$ cat config.mk
export PLATFORM = sky130hd
export DESIGN_NAME = tbase_sync_ctrl
export DESIGN_NICKNAME = d
export VERILOG_FILES = /design/src/rtl/tbase_sync_pkg.sv /design/src/rtl/tbase_sync_wr.sv /design/src/rtl/tbase_sync_evt.sv /design/src/rtl/tbase_sync_ctrl.sv
export SDC_FILE = /design/constraint.sdc
export NUM_CORES = 1
export LEC_CHECK = 0
export ABC_AREA = 1
export BUFFER_PORTS_ARGS = -buffer_cell sky130_fd_sc_hd__clkbuf_2
export CAP_MARGIN = 20
export CORE_MARGIN = 10
export CORE_UTILIZATION = 34
export CTS_CLUSTER_SIZE = 40
export DETAILED_ROUTE_END_ITERATION = 7
export HOLD_SLACK_MARGIN = 0.05
export MAX_ROUTING_LAYER = met4
export PLACE_DENSITY = 0.75
export REMOVE_ABC_BUFFERS = 1
export SYNTH_ARGS = -nofsm -noshare
export SYNTH_HDL_FRONTEND = slang
export SYNTH_SLANG_ARGS = --single-unit
$ cat constraint.sdc
create_clock -name clk_i -period 2 [get_ports clk_i]
set_input_delay 0.3 -clock clk_i [delete_from_list [all_inputs] [get_ports clk_i]]
set_output_delay 0.3 -clock clk_i [all_outputs]
set_load 0.01 [all_outputs]
$ cat src/rtl/tbase_sync_pkg.sv
package tbase_sync_pkg;
  localparam int ST_LSB    = 0;
  localparam int LAST_LSB  = 4;
  localparam int VALID_BIT = 8;
  localparam int SYNC_BIT  = 9;
  localparam int ERR_BIT   = 10;
  localparam int READY_BIT = 11;
  localparam int LOAD_BIT  = 16;
  localparam int MOVE_BIT  = 17;
  localparam int CLR_BIT   = 18;
  localparam int MIN_DATA_W = CLR_BIT + 1;

  typedef enum logic [3:0] {
    ST_RESET  = 4'd0,
    ST_SEND   = 4'd1,
    ST_NOTSET = 4'd2,
    ST_SYNCW  = 4'd6,
    ST_GETTOD = 4'd7,
    ST_RUN    = 4'd8,
    ST_ERR    = 4'd9
  } tbs_st_e;

  typedef struct packed {
    tbs_st_e st;
    logic    move;
    logic    err;
    logic    dlv;
  } tbs_core_t;
endpackage

$ cat src/rtl/tbase_sync_wr.sv
module tbase_sync_wr
  import tbase_sync_pkg::*;
#(
  parameter int DATA_W = 64,
  parameter int THR_W  = 3
) (
  input  tbs_core_t            cur_i,
  input  logic                 wr_en_i,
  input  logic [DATA_W-1:0]    wr_data_i,
  input  logic [THR_W-1:0]     thread_i,
  output tbs_core_t            nxt_o,
  output logic                 load_acc_o
);
  logic load, move, clr, ebit, gated;
  logic wr_unused;

  assign load  = wr_data_i[LOAD_BIT];
  assign move  = wr_data_i[MOVE_BIT];
  assign clr   = wr_data_i[CLR_BIT];
  assign ebit  = wr_data_i[ERR_BIT];
  assign gated = (thread_i != '0) && (load || move);
  assign wr_unused = ^wr_data_i;

  always_comb begin
    nxt_o      = cur_i;
    load_acc_o = 1'b0;
    if (wr_en_i) begin
      if (ebit) nxt_o.err = 1'b0;
      if (!gated) begin
        nxt_o.move = move;
        if (load && move) begin
          nxt_o.st  = ST_ERR;
          nxt_o.err = 1'b1;
        end else if (clr) begin
          nxt_o.st   = ST_RESET;
          nxt_o.move = 1'b0;
          nxt_o.err  = 1'b0;
          nxt_o.dlv  = 1'b0;
        end else if (cur_i.st == ST_ERR) begin
          // lone error-bit write acknowledges without rejection
          if (load || move || !ebit) nxt_o.err = 1'b1;
        end else if (load) begin
          if (cur_i.st == ST_GETTOD) begin
            nxt_o.st  = ST_ERR;
            nxt_o.err = 1'b1;
          end else begin
            nxt_o.st   = ST_SEND;
            load_acc_o = 1'b1;
          end
        end else if (move) begin
          if (cur_i.st == ST_NOTSET) begin
            nxt_o.st = ST_SYNCW;
          end else begin
            nxt_o.st  = ST_ERR;
            nxt_o.err = 1'b1;
          end
        end
      end
    end
  end
endmodule

$ cat src/rtl/tbase_sync_evt.sv
module tbase_sync_evt
  import tbase_sync_pkg::*;
(
  input  tbs_st_e   st_q_i,
  input  tbs_core_t mid_i,
  input  logic      load_acc_i,
  input  logic      tb_lo_wr_i,
  input  logic      sync_pulse_i,
  input  logic      tod_delivered_i,
  output tbs_core_t nxt_o,
  output logic      ready_o,
  output logic      valid_o
);
  always_comb begin
    nxt_o = mid_i;
    if (nxt_o.st == ST_RUN && tb_lo_wr_i) nxt_o.st = ST_ERR;
    if (st_q_i == ST_SEND && nxt_o.st == ST_SEND && !load_acc_i) nxt_o.st = ST_NOTSET;
    if (sync_pulse_i && nxt_o.st == ST_SYNCW && nxt_o.move) nxt_o.st = ST_GETTOD;
    if (tod_delivered_i && (nxt_o.st == ST_SYNCW || nxt_o.st == ST_GETTOD)) nxt_o.dlv = 1'b1;
    if (nxt_o.st == ST_GETTOD && nxt_o.dlv) begin
      nxt_o.st   = ST_RUN;
      nxt_o.move = 1'b0;
      nxt_o.dlv  = 1'b0;
    end
    ready_o = (nxt_o.st == ST_SYNCW) || (nxt_o.st == ST_GETTOD);
    if (!ready_o) nxt_o.dlv = 1'b0;
    valid_o = (nxt_o.st == ST_RUN);
  end
endmodule

$ cat src/rtl/tbase_sync_ctrl.sv
module tbase_sync_ctrl
  import tbase_sync_pkg::*;
#(
  parameter int DATA_W = 64,
  parameter int THR_W  = 3
) (
  input  logic              clk_i,
  input  logic              rst_ni,
  input  logic              wr_en_i,
  input  logic [DATA_W-1:0] wr_data_i,
  input  logic [THR_W-1:0]  thread_i,
  input  logic              tb_wr_i,
  input  logic              tb_half_i,
  input  logic              sync_pulse_i,
  input  logic              tod_delivered_i,
  output logic [DATA_W-1:0] rd_data_o,
  output logic              ready_for_tod_o,
  output logic              tb_valid_o,
  output logic              fw_err_o
);
  tbs_core_t core_q, core_wr, core_d;
  tbs_st_e   last_q;
  logic      load_acc, ready_d, valid_d, ready_q, valid_q, sync_q;
  logic      past_ok;

  tbase_sync_wr #(.DATA_W(DATA_W), .THR_W(THR_W)) u_wr (
    .cur_i      (core_q),
    .wr_en_i    (wr_en_i),
    .wr_data_i  (wr_data_i),
    .thread_i   (thread_i),
    .nxt_o      (core_wr),
    .load_acc_o (load_acc)
  );

  tbase_sync_evt u_evt (
    .st_q_i          (core_q.st),
    .mid_i           (core_wr),
    .load_acc_i      (load_acc),
    .tb_lo_wr_i      (tb_wr_i && !tb_half_i),
    .sync_pulse_i    (sync_pulse_i),
    .tod_delivered_i (tod_delivered_i),
    .nxt_o           (core_d),
    .ready_o         (ready_d),
    .valid_o         (valid_d)
  );

  always_ff @(posedge clk_i or negedge rst_ni) begin
    if (!rst_ni) begin
      core_q  <= '{st: ST_RESET, move: 1'b0, err: 1'b0, dlv: 1'b0};
      last_q  <= ST_RESET;
      ready_q <= 1'b0;
      valid_q <= 1'b0;
      sync_q  <= 1'b0;
      past_ok <= 1'b0;
    end else begin
      core_q  <= core_d;
      if (core_d.st != core_q.st) last_q <= core_q.st;
      ready_q <= ready_d;
      valid_q <= valid_d;
      sync_q  <= sync_pulse_i || (sync_q && !wr_en_i);
      past_ok <= 1'b1;
    end
  end

  always_comb begin
    rd_data_o = '0;
    rd_data_o[ST_LSB +: 4]   = core_q.st;
    rd_data_o[LAST_LSB +: 4] = last_q;
    rd_data_o[VALID_BIT]     = valid_q;
    rd_data_o[SYNC_BIT]      = sync_q;
    rd_data_o[ERR_BIT]       = core_q.err;
    rd_data_o[READY_BIT]     = ready_q;
    rd_data_o[MOVE_BIT]      = core_q.move;
  end

  assign ready_for_tod_o = ready_q;
  assign tb_valid_o      = valid_q;
  assign fw_err_o        = core_q.err;

  a_r1_legal_code: assert property (@(posedge clk_i) disable iff (!rst_ni)
    core_q.st inside {ST_RESET, ST_SEND, ST_NOTSET, ST_SYNCW, ST_GETTOD, ST_RUN, ST_ERR});

  a_r2_send_passes: assert property (@(posedge clk_i) disable iff (!rst_ni)
    (core_q.st == ST_SEND && !wr_en_i) |=> (core_q.st == ST_NOTSET));

  a_r4_ready_states: assert property (@(posedge clk_i) disable iff (!rst_ni)
    ready_for_tod_o |-> (core_q.st == ST_SYNCW || core_q.st == ST_GETTOD));

  a_r11_valid_running: assert property (@(posedge clk_i) disable iff (!rst_ni)
    tb_valid_o == (rd_data_o[ST_LSB +: 4] == 4'd8));

  a_r11_last_copy: assert property (@(posedge clk_i) disable iff (!rst_ni)
    (past_ok && core_q.st != $past(core_q.st)) |-> (last_q == $past(core_q.st)));

  a_r12_sync_cleared: assert property (@(posedge clk_i) disable iff (!rst_ni)
    (wr_en_i && !sync_pulse_i) |=> !rd_data_o[SYNC_BIT]);

  a_r8_clear_reset: assert property (@(posedge clk_i) disable iff (!rst_ni)
    (wr_en_i && wr_data_i[CLR_BIT] && !wr_data_i[LOAD_BIT] && !wr_data_i[MOVE_BIT])
    |=> (core_q.st == ST_RESET && !fw_err_o));
endmodule

==> results.tsv, run 1 <==
stage	metric	value	unit
setup_path	R2R setup slack	-0.28	ns
hold_path	Hold WC Path Type	primary input to flop	
floorplanning	Core Area	4354	um2
sta	final setup fails	9	
sta	final hold violation count	0	
route	residual DRC count	0	
sta	RSZ-0062 raised after global routing	yes	
floorplanning	Initial Util	35.00	%
finish	Reg area	354.1	um2
floorplanning	Site Rows	24	
status	status	finished, violations left	
sta	Hold Slack	0.2889	ns
route	drt pass-1 iters	4	
hold_path	Hold Startpoint	sync_pulse_i	
logic_synthesis	unique cell type count in the Yosys netlist	25	
logic_synthesis	Synth Cell Area	1524	um2
route	Highest Signal Layer	met4	
sta	final slew viol count	0	
place	global placement routability congestion	0.8535	
setup_path	RR Endpoint	last_q[3]	
route	WL met3	347	um
route	met2 WL	2.037	mm
global_routing	GRT overflow	0	
logic_synthesis	Synth warnings	0	
global_routing	gr usage total	9.693	%
global_routing	global-route wire length before repair	6.065	mm
hold_path	Hold Path Stages	2	
route	via count	1294	
place	DPL Wire Length	3.123	mm
setup_path	crit-path max cell delay	0.44	ns
finish	Fillers	431	
cts	TritonCTS clock tree	yes	
sta	final worst slack	-0.2821	ns
finish	most common cell after layout, fill and taps aside	conb_1	
setup_path	crit path kind	flop to flop	
sta	fin crit share	114.1	%
sta	Clock Skews	0.006735	ns
finish	P&R area growth vs syn	27.01	%
setup_path	WP data required	2.14	ns
place	dpl ws	-0.3001	ns
setup_path	CP Cell Sequence	buf_4 -> nor3_4 -> nor2_1 -> nand2_1 -> nand2_2 -> nand2_4 -> nand3_4 -> nand3_2 -> nand3b_4 -> nor2_4 -> nand2_4 -> nand2_2 -> nand2_1 -> nand2_2 -> nor2_4 -> buf_4 -> nand3_2 -> nand2_1	
setup_path	CP startpoint kind	flop	
setup_path	Slowest-stage cell, CP	dfrtp_2	
setup_path	crit path capture type	flop	
global_routing	initial antenna violation count	0	
place	placed insts	310	
logic_synthesis	Synth Register Bits	14	
setup_path	R2R Path Start	rd_data_o[2]	
logic_synthesis	cell type with the largest total area after synthesis	buf_4	
flow_run	max-cap violation count	0	
cts	total CTS buffers	3	
sta	Max Clk Rate	0.4382	GHz
route	DR iter-0 viols	58	
setup_path	Worst EP arrival	2.43	ns
power_and_ir_drop	maximum VDD drop	0.0002818	V
floorplanning	IO Count	141	
route	met1 wire length	1.395	mm
floorplanning	Die Height	86.95	um
route	Routed Antenna Nets	0	
cts	Clock Latency Late Sink	0.25	ns
cts	Reg clk slew, reported paths	0.06	ns
setup_path	worst r2r path cells	18	
cts	sinks on the clock net	14	
global_routing	vias in the first global route	1379	
finish	share of cells above drive strength 1	47.60	%
route	Routed WL	3.789	mm
logic_synthesis	dominant cells by area after synthesis	buf_4 (30%), dfrtp_1 (23%), nand2_1 (7.6%)	
route	vias per cell	4.006	
route	per-cell routed wire length	11.73	um
sta	Final min period	2.282	ns
logic_synthesis	sequential area share after synthesis	22.99	%
floorplanning	Die X-Extent	86.95	um
cts	clock buffer depth	2	
logic_synthesis	share of the synthesized area in the top cell type	29.56	%
floorplanning	die area	7560	um2
logic_synthesis	Synth Instances	207	
finish	antenna diode count	0	
place	PortBufs	29	
global_routing	largest net degree at the start of global routing	15	
power_and_ir_drop	Leak	1.174	nW
cts	htree depth	1	
finish	Final Core Density	44.45	%
finish	most frequent cells in the layout	conb_1 (51), buf_4 (38), clkbuf_2 (29)	
setup_path	crit path max fanout	5	
finish	Final Non-Filler Cells	323	
finish	Final nets	346	
cts	CTS Root Cell	clkbuf_8	
logic_synthesis	Mean Syn Cell Area	7.362	um2
hold_path	hold path endpoint	sync_q	
finish	area of the multi-input gates	904.6	um2
status	failing checks	setup timing	
power_and_ir_drop	Power Density	1061	nW/um2
[metal layers]
metal | up-vias | global-route usage, %
li1 | 653 | -
met1 | 588 | 9.848
met2 | 51 | 18.05
met3 | 2 | 2.434
met4 | 0 | 2.209
met5 | - | -
[per-stage QoR]
step | TNS (ns) | total power, mW | area, um2
after global placement | -1.027 | 1.544 | 1712
after global routing | -3.108 | 2.212 | 1936
after detailed placement | -1.316 | 1.576 | 1712
final | -1.426 | 2.054 | 1936
after floorplan | -0.5799 | 1.088 | 1261
after CTS | -1.196 | 1.943 | 1858
[worst max-delay path, delay by kind of cell (launching register included)]
family	cells	cell delay [ns]
buffers and inverters	2	0.28
flip-flops	1	0.44
AND/OR/NAND/NOR	16	1.44
[registers in the layout, summed over array words and instances (netlist names)]
signal           cells
sync_q               1
tb_valid_o           1
ready_for_tod_o      1
last_q               4
fw_err_o             1
core_q               1
rd_data_o            5
[worst max path at each step]
stage | cells after the start | to | slack (ns) | start
finish | 18 | last_q[3] | -0.28 | rd_data_o[2]
CTS | 19 | last_q[0] | -0.27 | rd_data_o[2]
floorplan | 18 | last_q[3] | -0.15 | rd_data_o[3]
detailed placement | 21 | last_q[3] | -0.30 | wr_data_i[16]
global route | 18 | last_q[2] | -0.47 | rd_data_o[3]
global placement | 21 | last_q[1] | -0.25 | wr_data_i[16]
[report_power, final]
group	switching [mW]	leakage [nW]	internal (mW)
Sequential	0.0875	0.172	0.375
Combinational	0.723	0.973	0.592
Clock	0.102	0.0288	0.175
[Yosys cell counts, drive strengths merged]
cell type,number
nor2,18
dfrtp,14
a21o,1
nand3,19
inv,28
nor3b,1
nand2,51
nor3,2
o211ai,1
a22oi,1
nand4,2
nand3b,1
and3,2
o21ai,5
conb,1
buf,60
[kinds of logic (layout without fill, tap and decap cells)]
kind of cell | count (synthesis) | count (layout) | share of synthesized area (%)
AND/OR/NAND/NOR | 96 | 97 | 36.95
buffers and inverters | 88 | 101 | 36.45
flip-flops | 14 | 14 | 22.99
AO/OA/AOI/OAI | 8 | 8 | 3.367
other | 1 | 51 | 0.2461
[area by class of cell]
type / instances / share of cell area, %
clock buffers: 4 / 2.844
inverters: 28 / 5.430
well taps: 52 / 3.361
repair buffers: 69 / 23.34
multi-input cells: 156 / 46.74
flip-flops and latches: 14 / 18.29
[what timing repair did]
| action | 4_1_cts | 5_1_grt |
|---|---|---|
| pin swaps | 3 | 14 |
| resized for setup | 13 | 15 |
| setup endpoints to repair | 7 | 11 |
| gates cloned | 1 | 0 |
| hold buffers | 1 | 0 |
| buffers inserted | 3 | 4 |
| endpoints found under the hold margin | 14 | 0 |
No activity file was read; power rests on OpenSTA's default activity.
==> inputs of run 2 (changes only) <==
--- a/config.mk
+++ b/config.mk
@@ -16,6 +16,7 @@
 export MAX_ROUTING_LAYER = met4
 export PLACE_DENSITY = 0.75
 export REMOVE_ABC_BUFFERS = 1
+export SETUP_SLACK_MARGIN = 0.1
 export SYNTH_ARGS = -nofsm -noshare
 export SYNTH_HDL_FRONTEND = slang
 export SYNTH_SLANG_ARGS = --single-unit
==> results.tsv, run 2 (same netlist as run 1, synthesis figures left out) <==
stage	metric	value	unit
status	status	finished, violations left	
status	failing checks	setup timing	
sta	Final min period	2.282	ns
cts	total CTS buffers	3	
power_and_ir_drop	maximum VDD drop	0.0002818	V
place	dpl ws	-0.3001	ns
setup_path	CP Cell Sequence	buf_4 -> nor3_4 -> nor2_1 -> nand2_1 -> nand2_2 -> nand2_4 -> nand3_4 -> nand3_2 -> nand3b_4 -> nor2_4 -> nand2_4 -> nand2_2 -> nand2_1 -> nand2_2 -> nor2_4 -> buf_4 -> nand3_2 -> nand2_1	
hold_path	Hold Startpoint	sync_pulse_i	
sta	final slew viol count	0	
route	per-cell routed wire length	11.73	um
setup_path	RR Endpoint	last_q[3]	
global_routing	gr usage total	9.693	%
power_and_ir_drop	Sw Share	44.41	%
cts	htree depth	1	
global_routing	GRT overflow	0	
setup_path	crit path kind	flop to flop	
floorplanning	die area	7560	um2
sta	RSZ-0062 raised after global routing	yes	
route	DR iter-0 viols	58	
global_routing	initial antenna violation count	0	
floorplanning	Site Rows	24	
route	drt pass-1 iters	4	
route	via count	1294	
hold_path	Hold WC Path Type	primary input to flop	
hold_path	Hold Path Stages	2	
global_routing	largest net degree at the start of global routing	15	
setup_path	Worst EP arrival	2.43	ns
finish	Final nets	346	
setup_path	worst r2r path cells	18	
setup_path	CP startpoint kind	flop	
finish	most frequent cells in the layout	conb_1 (51), buf_4 (38), clkbuf_2 (29)	
setup_path	R2R setup slack	-0.28	ns
finish	Final Core Density	44.45	%
finish	share of cells above drive strength 1	47.60	%
setup_path	crit path capture type	flop	
place	global placement routability congestion	0.8535	
cts	CTS Root Cell	clkbuf_8	
setup_path	R2R Path Start	rd_data_o[2]	
route	residual DRC count	0	
route	Routed Antenna Nets	0	
setup_path	WP data required	2.14	ns
global_routing	global-route wire length before repair	6.065	mm
cts	clock buffer depth	2	
power_and_ir_drop	clock network power share	13.5	%
setup_path	crit path max fanout	5	
cts	TritonCTS clock tree	yes	
setup_path	crit-path max cell delay	0.44	ns
sta	fin crit share	114.1	%
hold_path	hold path endpoint	sync_q	
sta	final worst slack	-0.2821	ns
finish	most common cell after layout, fill and taps aside	conb_1	
finish	P&R area growth vs syn	27.01	%
floorplanning	Die Height	86.95	um
finish	antenna diode count	0	
floorplanning	Die X-Extent	86.95	um
route	vias per cell	4.006	
power_and_ir_drop	Pint	1.142	mW
sta	final setup fails	9	
power_and_ir_drop	Logic pwr share	64.0	%
sta	final hold violation count	0	
cts	Clock Latency Late Sink	0.25	ns
setup_path	Slowest-stage cell, CP	dfrtp_2	
sta	Max Clk Rate	0.4382	GHz
place	DPL Wire Length	3.123	mm
power_and_ir_drop	Switch Pwr	0.9121	mW
place	placed insts	310	
finish	max reg flops	5	
finish	Final Non-Filler Cells	323	
sta	Clock Skews	0.006735	ns
cts	Reg clk slew, reported paths	0.06	ns
power_and_ir_drop	Power Density	1061	nW/um2
floorplanning	Initial Util	35.00	%
floorplanning	Core Area	4354	um2
floorplanning	IO Count	141	
global_routing	vias in the first global route	1379	
route	Routed WL	3.789	mm
power_and_ir_drop	sequential share of power	22.5	%
cts	sinks on the clock net	14	
place	PortBufs	29	
power_and_ir_drop	Leak	1.174	nW
flow_run	max-cap violation count	0	
## run 2: cell counts in the layout (fill, tap and decap cells not counted)
No cell type changed its count.
## run 2: how the worst max path moves through the flow
stage          slack (ns)     startpoint  cells after the start         to
6_report            -0.28   rd_data_o[2]                     18  last_q[3]
3_5_place_dp        -0.30  wr_data_i[16]                     21  last_q[3]
3_3_place_gp        -0.25  wr_data_i[16]                     21  last_q[1]
4_1_cts             -0.27   rd_data_o[2]                     19  last_q[0]
5_1_grt             -0.47   rd_data_o[3]                     18  last_q[2]
2_1_floorplan       -0.15   rd_data_o[3]                     18  last_q[3]
## run 2: critical path, delay by kind of cell (launching register included)
| kind | cells | cell delay [ns] |
|---|---|---|
| buf+inv | 2 | 0.28 |
| simple gates | 16 | 1.44 |
| flops | 1 | 0.44 |
## run 2: final cells by class
class | instances | area, um2
fill | 431 | 2419
inverter | 28 | 105.1
timing repair buffer | 69 | 451.7
tap | 52 | 65.06
multi-input combinational | 156 | 904.6
sequential | 14 | 354.1
clock buffer | 4 | 55.05
## run 2: per-layer routing
metal	share of wire (%)	vias to the layer above	global-route usage, %
li1	-	653	-
met1	37	588	9.848
met2	54	51	18.05
met3	9.2	2	2.434
met4	0.21	0	2.209
met5	0	-	-
## run 2: repair_timing
| item | 4_1_cts | 5_1_grt |
|---|---|---|
| hold buffers | 1 | 0 |
| endpoints found under the setup margin | 11 | 12 |
| setup buffers | 3 | 4 |
| endpoints found under the hold margin | 14 | 0 |
| resized for setup | 13 | 15 |
| pin swaps | 3 | 14 |
| gates cloned | 1 | 0 |
## run 2: power by group through the flow
stage          clock network, mW  logic [mW]  registers (mW)
2_1_floorplan                  0       0.595           0.493
3_3_place_gp                   0        1.10           0.442
3_5_place_dp                   0        1.13           0.446
4_1_cts                    0.281        1.22           0.444
5_1_grt                    0.300        1.44           0.471
6_report                   0.277        1.32           0.462
## run 2: stage by stage
step	total power, mW	setup TNS (ns)	hold WS (ns)	cell area, um2
finish	2.054	-1.426	0.2889	1936
global route	2.212	-3.108	0.3015	1936
CTS	1.943	-1.196	0.2732	1858
detailed placement	1.576	-1.316	0.2211	1712
global placement	1.544	-1.027	0.2164	1712
floorplan	1.088	-0.5799	0.004409	1261
